<file path="src/rtl/excl_monitor_pkg.sv">
package excl_monitor_pkg;
  typedef enum logic [1:0] {
    KIND_LD    = 2'b00,
    KIND_LDEX  = 2'b01,
    KIND_STEX  = 2'b10,
    KIND_ST    = 2'b11
  } req_kind_e;

  typedef enum logic {
    MON_OPEN = 1'b0,
    MON_EXCL = 1'b1
  } mon_state_e;
endpackage

</file>
<file path="src/rtl/excl_req_decode.sv">
module excl_req_decode
  import excl_monitor_pkg::*;
(
  input  logic       req_valid_i,
  input  logic [1:0] req_kind_i,
  output logic       ldex_o,
  output logic       stex_o,
  output logic       st_o
);
  always_comb begin
    ldex_o = 1'b0;
    stex_o = 1'b0;
    st_o   = 1'b0;
    if (req_valid_i) begin
      unique case (req_kind_e'(req_kind_i))
        KIND_LDEX: ldex_o = 1'b1;
        KIND_STEX: stex_o = 1'b1;
        KIND_ST:   st_o   = 1'b1;
        default:   ;
      endcase
    end
  end
endmodule

</file>
<file path="src/rtl/excl_match.sv">
module excl_match #(
  parameter int ADDR_W       = 32,
  parameter int SIZE_W       = 2,
  parameter int GRANULE_LOG2 = 4,
  localparam int TAG_W       = ADDR_W - GRANULE_LOG2
) (
  input  logic [ADDR_W-1:0] addr_i,
  input  logic [SIZE_W-1:0] size_i,
  input  logic [TAG_W-1:0]  rsv_tag_i,
  input  logic [SIZE_W-1:0] rsv_size_i,
  output logic [TAG_W-1:0]  tag_o,
  output logic              tag_hit_o,
  output logic              full_hit_o
);
  assign tag_o      = addr_i[ADDR_W-1:GRANULE_LOG2];
  assign tag_hit_o  = (tag_o == rsv_tag_i);
  assign full_hit_o = tag_hit_o && (size_i == rsv_size_i);
endmodule

</file>
<file path="src/rtl/excl_monitor.sv">
module excl_monitor
  import excl_monitor_pkg::*;
#(
  parameter int ADDR_W       = 32,
  parameter int SIZE_W       = 2,
  parameter int GRANULE_LOG2 = 4,
  parameter bit CLR_ON_STORE = 1'b1,
  localparam int TAG_W       = ADDR_W - GRANULE_LOG2
) (
  input  logic              clk_i,
  input  logic              rst_ni,
  input  logic              req_valid_i,
  input  logic [1:0]        req_kind_i,
  input  logic [ADDR_W-1:0] req_addr_i,
  input  logic [SIZE_W-1:0] req_size_i,
  input  logic              clear_i,
  output logic              rsp_valid_o,
  output logic              rsp_fail_o
);
  mon_state_e        state_q, state_d;
  logic [TAG_W-1:0]  rsv_tag_q;
  logic [SIZE_W-1:0] rsv_size_q;
  logic              ldex, stex, st;
  logic [TAG_W-1:0]  req_tag;
  logic              tag_hit, full_hit;
  logic              st_kill;

  excl_req_decode u_dec (
    .req_valid_i(req_valid_i),
    .req_kind_i (req_kind_i),
    .ldex_o     (ldex),
    .stex_o     (stex),
    .st_o       (st)
  );

  excl_match #(
    .ADDR_W      (ADDR_W),
    .SIZE_W      (SIZE_W),
    .GRANULE_LOG2(GRANULE_LOG2)
  ) u_match (
    .addr_i    (req_addr_i),
    .size_i    (req_size_i),
    .rsv_tag_i (rsv_tag_q),
    .rsv_size_i(rsv_size_q),
    .tag_o     (req_tag),
    .tag_hit_o (tag_hit),
    .full_hit_o(full_hit)
  );

  generate
    if (CLR_ON_STORE) begin : g_st_clr
      assign st_kill = st && tag_hit;
    end else begin : g_st_keep
      assign st_kill = 1'b0;
    end
  endgenerate

  // exclusive load wins over clear; everything else drops the reservation
  always_comb begin
    state_d = state_q;
    if (ldex)                           state_d = MON_EXCL;
    else if (clear_i || stex || st_kill) state_d = MON_OPEN;
  end

  always_ff @(posedge clk_i or negedge rst_ni) begin
    if (!rst_ni) begin
      state_q     <= MON_OPEN;
      rsv_tag_q   <= '0;
      rsv_size_q  <= '0;
      rsp_valid_o <= 1'b0;
      rsp_fail_o  <= 1'b0;
    end else begin
      state_q     <= state_d;
      rsp_valid_o <= stex;
      if (stex) rsp_fail_o <= !((state_q == MON_EXCL) && full_hit && !clear_i);
      if (ldex) begin
        rsv_tag_q  <= req_tag;
        rsv_size_q <= req_size_i;
      end
    end
  end
endmodule

</file>
<file path="config.mk">
export PLATFORM = sky130hd
export DESIGN_NAME = excl_monitor
export DESIGN_NICKNAME = d
export VERILOG_FILES = /design/src/rtl/excl_monitor_pkg.sv /design/src/rtl/excl_req_decode.sv /design/src/rtl/excl_match.sv /design/src/rtl/excl_monitor.sv
export SDC_FILE = /design/constraint.sdc
export NUM_CORES = 1
export LEC_CHECK = 0
export CORE_MARGIN = 3
export CORE_UTILIZATION = 40
export CTS_CLUSTER_SIZE = 16
export DETAILED_ROUTE_END_ITERATION = 7
export DONT_BUFFER_PORTS = 1
export GPL_TIMING_DRIVEN = 0
export SKIP_CTS_REPAIR_TIMING = 1
export SLEW_MARGIN = 20
export SYNTH_ARGS = -nofsm -noshare
export SYNTH_HDL_FRONTEND = slang
export SYNTH_SLANG_ARGS = --single-unit
export TNS_END_PERCENT = 1
</file>
<file path="constraint.sdc">
create_clock -name clk_i -period 1.66 [get_ports clk_i]
set_input_delay 0.332 -clock clk_i [delete_from_list [all_inputs] [get_ports clk_i]]
set_output_delay 0.332 -clock clk_i [all_outputs]
set_load 0.03 [all_outputs]
</file>
==> flow_summary.ini <==
[outcome]
status = finished clean

[place]
gp_congestion = 0.758
dp.cells = 166
dpl_cell_area_um2 = 1800
pre_cts_ws_ns = 0.178
hpwl_um = 2290
io_buffers = 0

[die]
core-area_um2 = 4090
die_height_um = 71.8
num_io_pins = 42
rows = 23
initial_core_util_pct = 42.4
fp.dieW_um = 71.8
fp.dieArea_um2 = 5160

[critical_path]
cp_max_fo = 2
slowest_stage = dfrtp_1
cp.arrival_ns = 1.51
critical_path_class = flop to flop
required_ns = 1.81
slowest_delay_ns = 0.39
critPathTopFamily = simple AND/OR/NAND/NOR gates
critPathBufInv = 0
endpoint_kind = flop
start_kind = flop
path_cells = xnor2_1, nand4_1, nor4_2, a21oi_1

[drt]
viasPerCell = 5.19
drcViolationCount = 0
drt_iter0_drc = 71
totalWireLength_um = 3130
vias = 909
wl_per_cell_um = 17.9
detail-route-antenna-nets = 0
dr.pass1.iters = 4

[timing]
fin_crit_sh_pct = 81.8
final_max_slew_viol_count = 0
setup_ws_ns = 0.302
hold_viol_final = 0
setup_viol_count_final = 0
maxSlewHeadroom_pct = 78.5
rsz0062_at_grt = no
tns_ns = 0
layout_min_cycle_time_ns = 1.36
fin_skew_ns = 0.00790
fmax_mhz = 736
tightest_slew_ns = 0.320

[synthesis]
syn_inst = 116
ys_seq_area_share_pct = 47.6
ys_warn_count = 0
syn_avg_cell_area_um2 = 14.9
synth_seq_cells = 33
syn-num-nets = 156
synth.distinct_cells = 13
syn_area_um2 = 1730

[final_layout]
fin_cells = 175
diodes = 0
layout.nets = 165
fillers = 374
fin_area_um2 = 1920
synthToLayoutAreaGrowth_pct = 10.7
drive_gt1_share_pct = 35.2

[grt]
grt_pass1_wl_um = 5230
grt_start_max_net_pins = 34
overflow = 0
antenna_found_initial = 0
grt_pass1_vias = 1051
grt_usage_pct = 13.5

[power]
leakage_nw = 0.852
ir_worst_vdd_uv = 469
fin_total_pwr_w = 0.00212
seqPwrFrac_pct = 49.7
p_comb_share_pct = 22.3
intPower_w = 0.00161
swShare_pct = 24.3
p_per_area_nw_per_um2 = 1110
clockPowerShare_pct = 28.0
switchingPower_w = 0.000515

[cts]
numCtsBuffers = 5
cts_max_level = 2
clk_latency_ns = 0.28
clkTransAtPathRegs_ns = 0.07
root_buffer = clkbuf_8
cts_tree = yes
clock_path_buffers = 2
cts_sinks = 33

[hold_path]
hp-class = input pin to flop

[flow_run]
maxCapViolCount = 0
[cells in the final DEF (no fill, tap or decap)]
master         synthesis  final
and2_4                 1      1
dlygate4sd3_1          0      1
mux2_4                30     30
nor4_2                 0      1
nor2b_1                1      1
and3b_2                1      1
clkbuf_1               0      1
nand4_1                8      8
nor2_1                 1      1
a2bb2oi_1              1      1
nand2b_4               1      1
xnor2_1               30     30
clkbuf_8               0      6
dfrtp_1               33     33
a21oi_1                3      3
nor4_1                 3      2
buf_12                 3      4
[final cells by class]
type / count / area [um2] / share of cell area (%)
Clock buffer: 7 / 86.3 / 4.50
Tap cell: 50 / 62.6 / 3.26
Multi-Input combinational cell: 80 / 855 / 44.5
Timing Repair Buffer: 2 / 30.0 / 1.56
Sequential cell: 33 / 826 / 43.0
Buffer: 3 / 60.1 / 3.13
[registers in the layout, indices dropped and copies added (netlist names)]
| register | cells |
|---|---|
| rsv_tag_q | 28 |
| rsv_size_q | 2 |
| rsp_fail_o | 1 |
| rsp_valid_o | 1 |
| state_q | 1 |
[Yosys cell counts]
cell	count	area, um2
dfrtp_1	33	826
a21oi_1	3	15.0
mux2_4	30	450
a2bb2oi_1	1	8.76
nand4_1	8	50.1
and3b_2	1	10.0
nand2b_4	1	13.8
nor4_1	3	18.8
and2_4	1	8.76
nor2_1	1	3.75
nor2b_1	1	6.26
buf_12	3	60.1
xnor2_1	30	263
[power groups by stage]
stage / combinational [W] / sequential [W] / clock, W
after floorplan: 0.000404 / 0.00104 / 0
after CTS: 0.000455 / 0.00106 / 0.000614
final: 0.000473 / 0.00106 / 0.000595
after detailed placement: 0.000451 / 0.00107 / 0
after global routing: 0.000516 / 0.00107 / 0.000656
after global placement: 0.000437 / 0.00106 / 0
[routing by layer]
layer / up-vias / global-route usage [%] / part of all wire [%]
li1: 423 / - / -
met1: 454 / 17.2 / 44
met2: 25 / 20.4 / 47
met3: 7 / 5.33 / 7.5
met4: 0 / 5.64 / 1.8
met5: - / 0 / 0
[worst paths after layout]
check / startpoint / endpoint / slack (ns) / cells after the start
worst max-delay path: rsv_tag_q[18] / state_q / 0.30 / 4
worst min-delay path: req_addr_i[27] / rsv_tag_q[23] / 0.20 / 1
min in group asynchronous: rst_ni / rsp_valid_o / 0.52 / 2
worst max register to register: rsv_tag_q[18] / state_q / 0.30 / 4
max in group asynchronous: rst_ni / rsv_tag_q[22] / 0.96 / 2
worst min register to register: rsv_tag_q[20] / rsv_tag_q[20] / 0.53 / 1
[metrics by stage]
| stage | util [%] | hold slack, ns |
|---|---|---|
| floorplan | - | 0.0364 |
| global placement | 44.0 | 0.0373 |
| detailed placement | 44.0 | 0.0373 |
| CTS | 46.1 | -0.263 |
| global route | 47.0 | 0.178 |
| finish | 47.0 | 0.197 |
[kinds of logic after synthesis]
| kind of cell | synth area share (%) |
|---|---|
| DFF | 47.6 |
| buffers and inverters | 3.46 |
| and+or+nand+nor | 6.42 |
| xor gates and xnor gates | 15.2 |
| AOI/OAI and AO/OA | 1.37 |
| muxes | 26.0 |
Power figures use the tool's default switching activity.
